`src/rtl/evt_timer_pkg.sv`:
```
// Shared types and constants for the event timer register front end.
// Assumes byte offsets relative to the block base.
package evt_timer_pkg;

    typedef enum logic [2:0] {
        RG_NONE,
        RG_CAPS,
        RG_CFG,
        RG_ISR,
        RG_CNT,
        RG_CHAN
    } region_e;

    localparam int OFS_CAPS    = 'h000;
    localparam int OFS_CFG     = 'h010;
    localparam int OFS_ISR     = 'h020;
    localparam int OFS_CNT     = 'h0F0;
    localparam int OFS_CH_BASE = 'h100;
    localparam int CH_STRIDE   = 'h020;

    // Replace the bits selected by mask with the matching data bits.
    function automatic logic [63:0] merge64(input logic [63:0] old_v,
                                            input logic [63:0] data,
                                            input logic [63:0] mask);
        return (old_v & ~mask) | (data & mask);
    endfunction

endpackage

```
`src/rtl/evt_access_decode.sv`:
```
// Request decoder: checks size and alignment, builds the lane mask and
// lane-aligned data, and classifies the offset into a register region.
// Assumes one request per cycle and that AW covers the last channel window.
module evt_access_decode
    import evt_timer_pkg::*;
#(
    parameter int AW  = 12,
    parameter int NCH = 8,
    parameter int IW  = $clog2(NCH)
) (
    input  logic          req_valid,
    input  logic [AW-1:0] req_addr,
    input  logic [3:0]    req_size,
    input  logic [63:0]   req_wdata,
    output logic          acc_ok,
    output logic          acc_wide,
    output logic          hi_half,
    output region_e       region,
    output logic [IW-1:0] chan_idx,
    output logic [1:0]    chan_field,
    output logic [63:0]   lane_data,
    output logic [63:0]   lane_mask
);
    localparam int CH_END = OFS_CH_BASE + NCH * CH_STRIDE;

    logic [AW-1:0] base;
    logic [AW-1:0] rel;
    logic          size4;
    logic          align_ok;
    logic          in_chan;

    // Size / alignment qualification and half-word steering.
    always_comb begin
        size4    = (req_size == 4'd4);
        acc_wide = (req_size == 4'd8);
        align_ok = acc_wide ? (req_addr[2:0] == 3'b000) : (req_addr[1:0] == 2'b00);
        acc_ok   = req_valid && (size4 || acc_wide) && align_ok;
        hi_half  = size4 && req_addr[2];
        if (acc_wide) begin
            lane_mask = '1;
            lane_data = req_wdata;
        end else if (hi_half) begin
            lane_mask = {32'hFFFF_FFFF, 32'h0};
            lane_data = {req_wdata[31:0], 32'h0};
        end else begin
            lane_mask = {32'h0, 32'hFFFF_FFFF};
            lane_data = {32'h0, req_wdata[31:0]};
        end
    end

    // Offset classification into global registers or a channel window.
    always_comb begin
        base       = {req_addr[AW-1:3], 3'b000};
        rel        = base - AW'(OFS_CH_BASE);
        chan_idx   = IW'(rel >> 5);
        chan_field = 2'(rel >> 3);
        in_chan    = (int'(base) >= OFS_CH_BASE) && (int'(base) < CH_END)
                     && (chan_field != 2'b11);
        if (int'(base) == OFS_CAPS)      region = RG_CAPS;
        else if (int'(base) == OFS_CFG)  region = RG_CFG;
        else if (int'(base) == OFS_ISR)  region = RG_ISR;
        else if (int'(base) == OFS_CNT)  region = RG_CNT;
        else if (in_chan)                region = RG_CHAN;
        else                             region = RG_NONE;
    end

endmodule

```
`src/rtl/evt_main_counter.sv`:
```
// Configuration register, main counter and enable-edge pulse generator.
// Assumes cfg_we and cnt_we are never high together (one register per request).
module evt_main_counter
    import evt_timer_pkg::*;
#(
    parameter int CNT_W = 32
) (
    input  logic             clk,
    input  logic             rst_n,
    input  logic             cfg_we,
    input  logic             cnt_we,
    input  logic [63:0]      wdata,
    input  logic [63:0]      wmask,
    output logic [63:0]      cfg_q,
    output logic [CNT_W-1:0] cnt_q,
    output logic             start_pulse,
    output logic             stop_pulse
);
    logic [63:0]      cfg_next;
    logic [63:0]      cnt_wide;
    logic [CNT_W-1:0] cnt_written;
    logic             en_next;

    // Next configuration value, legacy routing bit forced clear.
    always_comb begin
        cfg_next    = merge64(cfg_q, wdata, wmask);
        cfg_next[1] = 1'b0;
        en_next     = cfg_we ? cfg_next[0] : cfg_q[0];
        cnt_wide    = merge64({{(64-CNT_W){1'b0}}, cnt_q}, wdata, wmask);
        cnt_written = cnt_wide[CNT_W-1:0];
    end

    // Register update: config, counter (write beats increment), edge pulses.
    always_ff @(posedge clk) begin
        if (!rst_n) begin
            cfg_q       <= '0;
            cnt_q       <= '0;
            start_pulse <= 1'b0;
            stop_pulse  <= 1'b0;
        end else begin
            if (cfg_we) cfg_q <= cfg_next;
            if (cnt_we) cnt_q <= cnt_written;
            else if (cfg_q[0]) cnt_q <= cnt_q + 1'b1;
            start_pulse <= (en_next && !cfg_q[0]) || (cnt_we && cfg_q[0]);
            stop_pulse  <= cfg_q[0] && !en_next;
        end
    end

    // disabled counter without a write holds.
    a_r6_hold: assert property (@(posedge clk) disable iff (!rst_n)
        (!cfg_q[0] && !cnt_we) |=> $stable(cnt_q));
    // enabled counter without a write advances by one.
    a_r6_advance: assert property (@(posedge clk) disable iff (!rst_n)
        (cfg_q[0] && !cnt_we) |=> (cnt_q == CNT_W'($past(cnt_q) + 1'b1)));
    // enable rising edge comes with a start pulse.
    a_r8_start_on_rise: assert property (@(posedge clk) disable iff (!rst_n)
        $rose(cfg_q[0]) |-> start_pulse);
    // enable falling edge comes with a stop pulse.
    a_r8_stop_on_fall: assert property (@(posedge clk) disable iff (!rst_n)
        $fell(cfg_q[0]) |-> stop_pulse);
    // the two pulses never coincide.
    a_r8_exclusive: assert property (@(posedge clk) disable iff (!rst_n)
        !(start_pulse && stop_pulse));

endmodule

```
`src/rtl/evt_read_mux.sv`:
```
// Read data selection by region with half-word return for 4-byte reads.
// Assumes region has already been qualified by the decoder.
module evt_read_mux
    import evt_timer_pkg::*;
#(
    parameter int NCH   = 8,
    parameter int CNT_W = 32
) (
    input  region_e          region,
    input  logic             acc_wide,
    input  logic             hi_half,
    input  logic [63:0]      caps_word,
    input  logic [63:0]      cfg_word,
    input  logic [NCH-1:0]   irq_status,
    input  logic [CNT_W-1:0] cnt_word,
    input  logic [63:0]      ch_rdata,
    output logic [63:0]      rd_data
);
    logic [63:0] full;

    // Pick the 64-bit register, then narrow for 4-byte reads.
    always_comb begin
        unique case (region)
            RG_CAPS: full = caps_word;
            RG_CFG:  full = cfg_word;
            RG_ISR:  full = {{(64-NCH){1'b0}}, irq_status};
            RG_CNT:  full = {{(64-CNT_W){1'b0}}, cnt_word};
            RG_CHAN: full = ch_rdata;
            default: full = '0;
        endcase
        if (acc_wide)     rd_data = full;
        else if (hi_half) rd_data = {32'h0, full[63:32]};
        else              rd_data = {32'h0, full[31:0]};
    end

endmodule

```
`src/rtl/evt_timer_regfront.sv`:
```
// Register front end of a multi-channel event timer: decodes requests,
// holds configuration and main counter, forwards channel accesses and
// returns read data one cycle after the request.
// Assumes ch_rdata answers combinationally for the strobed channel.
module evt_timer_regfront
    import evt_timer_pkg::*;
#(
    parameter int          AW        = 12,
    parameter int          NCH       = 8,
    parameter int          CNT_W     = 32,
    parameter int          TICK_LOG2 = 24,
    parameter logic [15:0] VENDOR_ID = 16'hA5C1,
    parameter int          IW        = $clog2(NCH)
) (
    input  logic             clk,
    input  logic             rst_n,
    input  logic             req_valid,
    input  logic             req_write,
    input  logic [AW-1:0]    req_addr,
    input  logic [3:0]       req_size,
    input  logic [63:0]      req_wdata,
    output logic             rsp_valid,
    output logic [63:0]      rsp_rdata,
    input  logic [NCH-1:0]   irq_status,
    output logic [NCH-1:0]   isr_clear,
    output logic             ch_wr_en,
    output logic             ch_rd_en,
    output logic [IW-1:0]    ch_idx,
    output logic [1:0]       ch_field,
    output logic [63:0]      ch_wdata,
    output logic [63:0]      ch_wmask,
    input  logic [63:0]      ch_rdata,
    output logic [CNT_W-1:0] cnt_value,
    output logic             cnt_running,
    output logic             start_pulse,
    output logic             stop_pulse
);
    localparam logic [63:0] TICK_FS   = 64'd1000000000000000 / (64'd1 << TICK_LOG2);
    localparam logic        WIDE_CNT  = (CNT_W > 32);
    localparam logic [63:0] CAPS_WORD = {TICK_FS[31:0], VENDOR_ID, 2'b00, WIDE_CNT,
                                         5'(NCH - 1), 8'h01};

    logic        acc_ok, acc_wide, hi_half;
    region_e     region;
    logic [63:0] lane_data, lane_mask, cfg_q, rd_data;
    logic        wr_ok, cfg_we, cnt_we;

    evt_access_decode #(.AW(AW), .NCH(NCH), .IW(IW)) u_decode (
        .req_valid (req_valid),
        .req_addr  (req_addr),
        .req_size  (req_size),
        .req_wdata (req_wdata),
        .acc_ok    (acc_ok),
        .acc_wide  (acc_wide),
        .hi_half   (hi_half),
        .region    (region),
        .chan_idx  (ch_idx),
        .chan_field(ch_field),
        .lane_data (lane_data),
        .lane_mask (lane_mask)
    );

    // Write strobes and channel side-port steering.
    always_comb begin
        wr_ok     = acc_ok && req_write;
        cfg_we    = wr_ok && (region == RG_CFG);
        cnt_we    = wr_ok && (region == RG_CNT);
        ch_wr_en  = wr_ok && (region == RG_CHAN);
        ch_rd_en  = acc_ok && !req_write && (region == RG_CHAN);
        ch_wdata  = lane_data;
        ch_wmask  = lane_mask;
        isr_clear = (wr_ok && (region == RG_ISR))
                    ? (lane_data[NCH-1:0] & lane_mask[NCH-1:0] & irq_status) : '0;
    end

    evt_main_counter #(.CNT_W(CNT_W)) u_counter (
        .clk        (clk),
        .rst_n      (rst_n),
        .cfg_we     (cfg_we),
        .cnt_we     (cnt_we),
        .wdata      (lane_data),
        .wmask      (lane_mask),
        .cfg_q      (cfg_q),
        .cnt_q      (cnt_value),
        .start_pulse(start_pulse),
        .stop_pulse (stop_pulse)
    );

    assign cnt_running = cfg_q[0];

    evt_read_mux #(.NCH(NCH), .CNT_W(CNT_W)) u_rdmux (
        .region    (region),
        .acc_wide  (acc_wide),
        .hi_half   (hi_half),
        .caps_word (CAPS_WORD),
        .cfg_word  (cfg_q),
        .irq_status(irq_status),
        .cnt_word  (cnt_value),
        .ch_rdata  (ch_rdata),
        .rd_data   (rd_data)
    );

    // Read response register: every read answered next cycle, bad ones with zero.
    always_ff @(posedge clk) begin
        if (!rst_n) begin
            rsp_valid <= 1'b0;
            rsp_rdata <= '0;
        end else begin
            rsp_valid <= req_valid && !req_write;
            rsp_rdata <= (req_valid && !req_write && acc_ok) ? rd_data : '0;
        end
    end

    // an illegal size raises no strobe.
    a_r1_size_gate: assert property (@(posedge clk) disable iff (!rst_n)
        (req_valid && req_size != 4'd4 && req_size != 4'd8)
        |-> (!ch_wr_en && !ch_rd_en && isr_clear == '0));
    // a misaligned 8-byte access raises no strobe.
    a_r2_align_gate: assert property (@(posedge clk) disable iff (!rst_n)
        (req_valid && req_size == 4'd8 && req_addr[2:0] != 3'b000)
        |-> (!ch_wr_en && !ch_rd_en && isr_clear == '0));
    // each read request is answered in the next cycle.
    a_r10_rsp_follows: assert property (@(posedge clk) disable iff (!rst_n)
        (req_valid && !req_write) |=> rsp_valid);
    // setting the legacy bit by write leaves it clear.
    a_r5_legacy_clear: assert property (@(posedge clk) disable iff (!rst_n)
        (cfg_we && lane_mask[1] && lane_data[1]) |=> !cfg_q[1]);

endmodule

```
`config.mk`:
```
export PLATFORM = sky130hd
export DESIGN_NAME = evt_timer_regfront
export DESIGN_NICKNAME = d
export VERILOG_FILES = /design/src/rtl/evt_timer_pkg.sv /design/src/rtl/evt_access_decode.sv /design/src/rtl/evt_main_counter.sv /design/src/rtl/evt_read_mux.sv /design/src/rtl/evt_timer_regfront.sv
export SDC_FILE = /design/constraint.sdc
export NUM_CORES = 1
export LEC_CHECK = 0
export ABC_AREA = 0
export CORE_AREA = 2 2 154 156
export CTS_CLUSTER_DIAMETER = 40
export CTS_CLUSTER_SIZE = 30
export DETAILED_ROUTE_END_ITERATION = 10
export DIE_AREA = 0 0 156 158
export GPL_ROUTABILITY_DRIVEN = 0
export PLACE_DENSITY = 0.73
export SETUP_SLACK_MARGIN = 0.15
export SYNTH_ARGS = -nofsm -noshare
export SYNTH_HDL_FRONTEND = slang
export SYNTH_SLANG_ARGS = --single-unit
```
`constraint.sdc`:
```
create_clock -name clk -period 3.1 [get_ports clk]
set_input_delay 0.31 -clock clk [delete_from_list [all_inputs] [get_ports clk]]
set_output_delay 0.31 -clock clk [all_outputs]
set_load 0.01 [all_outputs]
```
Yosys cells after proc, flatten, opt, wreduce, memory -nomap -nowiden
Index checks and enable logic that the tools add are counted.

Register bits after elaboration: 162. Input port bits: 156. Output and inout port bits: 243. Word-level logic and storage cells: 73.

Add/subtract/negate cells: 2. $lt $le $gt $ge: 2. Equality and inequality tests: 11. Mux-type cells: 17. Bitwise logic cells: 8. Reduce and logical (&&, ||, !) cells: 27.

Operator list (count): 2-to-1 mux 64 bit (5); case mux 64 bit (5 select lines) (1); bitwise AND 64 bit (2); 2-to-1 mux 32 bit (3); inverter 64 bit (1); bitwise OR 64 bit (1); adder 32 x 1 -> 32 bit (second input constant) (1); bitwise AND 32 bit (1); bitwise OR 32 bit (1); logical AND 1 bit (17); bitwise AND 8 bit (2); 2-to-1 mux 3 bit (5); greater-or-equal comparator 12 x 9 -> 1 bit (second input constant) (1); less-than comparator 12 x 10 -> 1 bit (second input constant) (1); equality test 9 x 3 -> 1 bit (second input constant) (1); equality test 9 x 4 -> 1 bit (second input constant) (1); equality test 9 x 6 -> 1 bit (second input constant) (1); zero test 9 bit (1); 2-to-1 mux 8 bit (1); subtractor 8 x 1 -> 8 bit (second input constant) (1); equality test 3 x 2 -> 1 bit (second input constant) (2); equality test 3 bit (second input constant) (2); equality test 4 x 3 -> 1 bit (second input constant) (1); equality test 4 bit (second input constant) (1); other kinds (9) (13).

Longest topological paths before layout
Depth after elaboration: 13. Mapped depth: 9. Depth with buffers taken out: 6.

By module
A second synthesis with hierarchy kept.

Cells, all modules: 1238. Area total of the unflattened synthesis: 9831.9 um^2.

Modules (own cells, without submodules): evt_main_counter (times used 1, cells an instance 622, area an instance 4594.4 um^2, seq. area each 1941.9 um^2); evt_read_mux (times used 1, cells an instance 285, area an instance 1989.4 um^2, seq. area each 0.0 um^2); evt_timer_regfront (times used 1, cells an instance 165, area an instance 1938.1 um^2, seq. area each 1301.2 um^2); evt_access_decode (times used 1, cells an instance 166, area an instance 1310.0 um^2, seq. area each 0.0 um^2).

Worst setup path before layout
No wires, ideal clock.

Path type: input to output. Start point: input port req_size[3]. End point: output port ch_wdata[22]. Arrival time: 2.360 ns. Data required time: 2.790 ns. Slack: 0.430 ns. Cell stages on the path: 7. Path buffers: 3. Cells stage by stage: and2b_1 and3_1 buf_2 inv_1 clkbuf_1 clkbuf_1 and2_1.

Cells in the longest elaborated chain, start to end: 4. Elaborated cells on any way between the ends: 5. Classes of those cells: eq/ne (2); mux (2); reduce/logical (1).

RTL lines: start: declaration (RTL line evt_timer_regfront.sv:20) `input logic [3:0] req_size,`; equality test 4 x 3 -> 1 bit (RTL line evt_access_decode.sv:34) `size4 = (req_size == 4'd4);`; logical AND 1 bit (RTL line evt_access_decode.sv:38) `hi_half = size4 && req_addr[2];`; 2-to-1 mux 64 bit (RTL line evt_access_decode.sv:42) `end else if (hi_half) begin`; 2-to-1 mux 64 bit (*) (RTL line evt_access_decode.sv:39) `if (acc_wide) begin`; end: declaration (RTL line evt_timer_regfront.sv:30) `output logic [63:0] ch_wdata,`.

Mark *: on every way between the ends. The rest lies on a longest branch, timed or not.

Worst setup path after layout
Start point: input port req_addr[8]. End point: output port isr_clear[6].

Cells in the longest elaborated chain, start to end: 11. Elaborated cells on any way between the ends: 16. Classes of those cells: order compare (2); eq/ne (4); mux (6); reduce/logical (4).

RTL lines: start: declaration (RTL line evt_timer_regfront.sv:19) `input logic [AW-1:0] req_addr,`; greater-or-equal comparator 12 x 9 -> 1 bit / less-than comparator 12 x 10 -> 1 bit (equally long branches) (RTL line evt_access_decode.sv:57) `in_chan = (int'(base) >= OFS_CH_BASE) && (int'(base) < CH_END)`; logical AND 1 bit (RTL line evt_access_decode.sv:57); logical AND 1 bit (RTL line evt_access_decode.sv:58) `&& (chan_field != 2'b11);`; 2-to-1 mux 3 bit (RTL line evt_access_decode.sv:63) `else if (in_chan) region = RG_CHAN;`; 2-to-1 mux 3 bit (RTL line evt_access_decode.sv:62) `else if (int'(base) == OFS_CNT) region = RG_CNT;`; 2-to-1 mux 3 bit (RTL line evt_access_decode.sv:61) `else if (int'(base) == OFS_ISR) region = RG_ISR;`; 2-to-1 mux 3 bit (RTL line evt_access_decode.sv:60) `else if (int'(base) == OFS_CFG) region = RG_CFG;`; 2-to-1 mux 3 bit (*) (RTL line evt_access_decode.sv:59) `if (int'(base) == OFS_CAPS) region = RG_CAPS;`; equality test 3 x 2 -> 1 bit (*) (RTL line evt_timer_regfront.sv:72) `isr_clear = (wr_ok && (region == RG_ISR))`; logical AND 1 bit (*) (RTL line evt_timer_regfront.sv:72); 2-to-1 mux 8 bit (*) (RTL line evt_timer_regfront.sv:73) `? (lane_data[NCH-1:0] & lane_mask[NCH-1:0] & irq_status) : '0;`; end: declaration (RTL line evt_timer_regfront.sv:25) `output logic [NCH-1:0] isr_clear,`.

Marked as above.

==> metrics.txt <==
slowest CP cell=or4_4; max_cap viols=0; clk root buf=clkbuf_16; TritonCTS clock tree=done; VDD IR max=approximately 0.26 mV; ys flop type=dfxtp_1; fraction of layout cells with a size suffix above 1=0.101; clock-pin transition on the worst setup and hold timing paths=0.08 ns; initial core utilization=0.365; sequential-to-total area share from yosys stat=0.386; Syn Inst Count=slightly above 1k; dpl hpwl=between 30000 and 40000 um; post-synthesis async set-or-reset flop share=0; largest net degree at the start of global routing=59; P_leak=about 4.5 nW; First DRT Iteration DRCs=~1.1k; Final setup viols=0; number of port buffers=between 300 and 400; Die W=roughly 160 um; CTS sink count=~160; Area Growth Syn to Fin=57.6%; Synth cell types=77; Worst EP required=about 2.8 ns; floorplan row count=56; number of global-route vias before repair=roughly 9k; total number of vias=~9.8k; Post-Syn Nets=between 1k and 1.5k; first-pass GRT wire length=between 50000 and 60000 um; actual slew at the worst max-slew pin=0.907 ns; CTS H-tree lvls=4; full die area=between 20000 and 25000 sq um; cell repeated most along the worst path=clkdlybuf4s50_1; final wirelength=40100 um; min Tclk post-route=approximately 2.9 ns; CP cell instances=clkdlybuf4s50_1 -> or4_4 -> nor3_4 -> nand2_1 -> nor3_2 -> buf_4 -> and3_1 -> clkdlybuf4s50_1; core area=between 20000 and 25000 sq um; Power Density=~370 nW/um^2; # DRC=0; max incr delay on CP=around 0.57 ns; Top Ports=between 300 and 400; CTS buffer count=17; Max Transition Viols Final=0; crit end category=primary output; CP max FO=6; Worst Path Arrival=~2.6 ns; placed cells=around 1.6k; die height=~160 um; Hold Vio Cnt, Final=0; Post-Place Cell Area=between 10000 and 15000 sq um; post-route ant nets=0; r2r worst-path depth=5; nets=1515; Slew headroom=0.392; EDFF count, synth=0; beginning of the critical path=req_addr[8]; Remaining Overflow, GRT=0; Power Total=between 4 and 5 mW; WHS Path Cells=2; Worst-Skew Late Latency=around 0.43 ns; Setup WS post-layout=around 0.22 ns; RSZ-0062 raised after global routing=yes; CP Launch Type=input pin; Post-Place Setup Slack=around 0.065 ns; Yosys warnings=0; initial antenna violation count=3; hold crit path type=reg2reg; Synth Register Bits=between 150 and 200; Max Clock Skew=around 0.011 ns; non-filler cells, final=1665; vias per cell=5.88; First-pass DRT Iterations=6; period utilisation layout=0.928; Crit Path Category=in2out; setup TNS=0 ns; Non-Filler Cell Area, Final=roughly 13000 sq um; Clock Path Buffers=2; status=finished, final reports clean; CTS Hold Bufs=0; wire length per cell=24.1 um; Avg Cell Area, Syn=approximately 8.3 sq um; flop2flop setup slack=around 0.58 ns; Global Route Usage Sum=0.311; maximum clock rate=about 350 MHz; mapped cell area=around 8400 sq um
synth_stat cells, types with 24 or more instances:
library cell	instances	share of area
dfxtp_1	162	0.39
nand2_1	153	0.068
a22oi_1	33	0.029
buf_4	76	0.068
nor2_1	58	0.026
a21oi_1	94	0.056
nor3_1	24	0.014
clkbuf_1	46	0.021
a22o_1	32	0.033
and2_1	40	0.030
metal layers:
| metal | up-vias | part of all wire | GRT usage |
|---|---|---|---|
| li1 | 4388 | - | - |
| met1 | 4653 | 0.40 | 0.406 |
| met5 | - | 0 | 0 |
| met2 | 654 | 0.46 | 0.488 |
| met3 | 100 | 0.092 | 0.0643 |
| met4 | 0 | 0.044 | 0.158 |
layout make-up:
cell class	instances	area [sq um]
Antenna cell	4	10.0
Inverter	13	51.3
Tap cell	290	363
Timing Repair Buffer	471	4650
Clock inverter	15	208
Fill cell	2059	9810
Clock buffer	17	425
Sequential cell	162	3240
Multi-Input combinational cell	693	4300
cells by family (layout without fill, tap and decap cells):
family | after synthesis | in the layout | synth area share
adder cells (fa/ha/maj) | 1 | 1 | 0.00149
XOR/XNOR | 1 | 1 | 0.00104
AO/OA/AOI/OAI | 317 | 317 | 0.279
flip-flops | 162 | 162 | 0.386
AND/OR/NAND/NOR | 374 | 374 | 0.223
buffers and inverters | 158 | 516 | 0.109
other | 0 | 4 | 0
power breakdown:
part           internal [mW]  switching (mW)  total [mW]
clock                   1.18            1.06        2.24
sequential              2.08        0.000167        2.08
combinational          0.332           0.258       0.591
per-stage QoR:
stage	hold slack [ns]	utilization
6_report	0.452	0.575
3_3_place_gp	0.437	0.544
2_1_floorplan	0.429	-
4_1_cts	0.453	0.572
5_1_grt	0.470	0.575
3_5_place_dp	0.443	0.544
cell usage in the layout, fill, tap and decap left out, drive strengths merged, types with 17 or more instances in the layout:
master / instances
and3: 21
dfxtp: 162
buf: 73
a21oi: 96
a22o: 32
o21ai: 20
a221oi: 25
clkbuf: 17
a22oi: 34
nor3: 28
clkdlybuf4s50: 390
and2: 40
a222oi: 17
nand2: 154
nor2: 58
inv: 20
nand3: 21
critical path, delay by kind of cell:
kind	cells	cell delay (ns)
buf+inv	3	1.12
simple gates	5	1.14
worst max path at each step:
stage	to	slack, ns	cells past startpoint
6_report	isr_clear[6]	0.22	8
5_1_grt	isr_clear[6]	0.11	8
2_1_floorplan	ch_wdata[22]	0.43	7
4_1_cts	isr_clear[1]	0.17	8
3_3_place_gp	isr_clear[1]	0.1	8
3_5_place_dp	isr_clear[1]	0.07	8
what timing repair did:
action,CTS,global route
resized for setup,4,14
buffers inserted,1,1
endpoints found under the setup margin,7,62
pin swaps,1,0
Note: power is estimated with default switching activity, not from simulation.
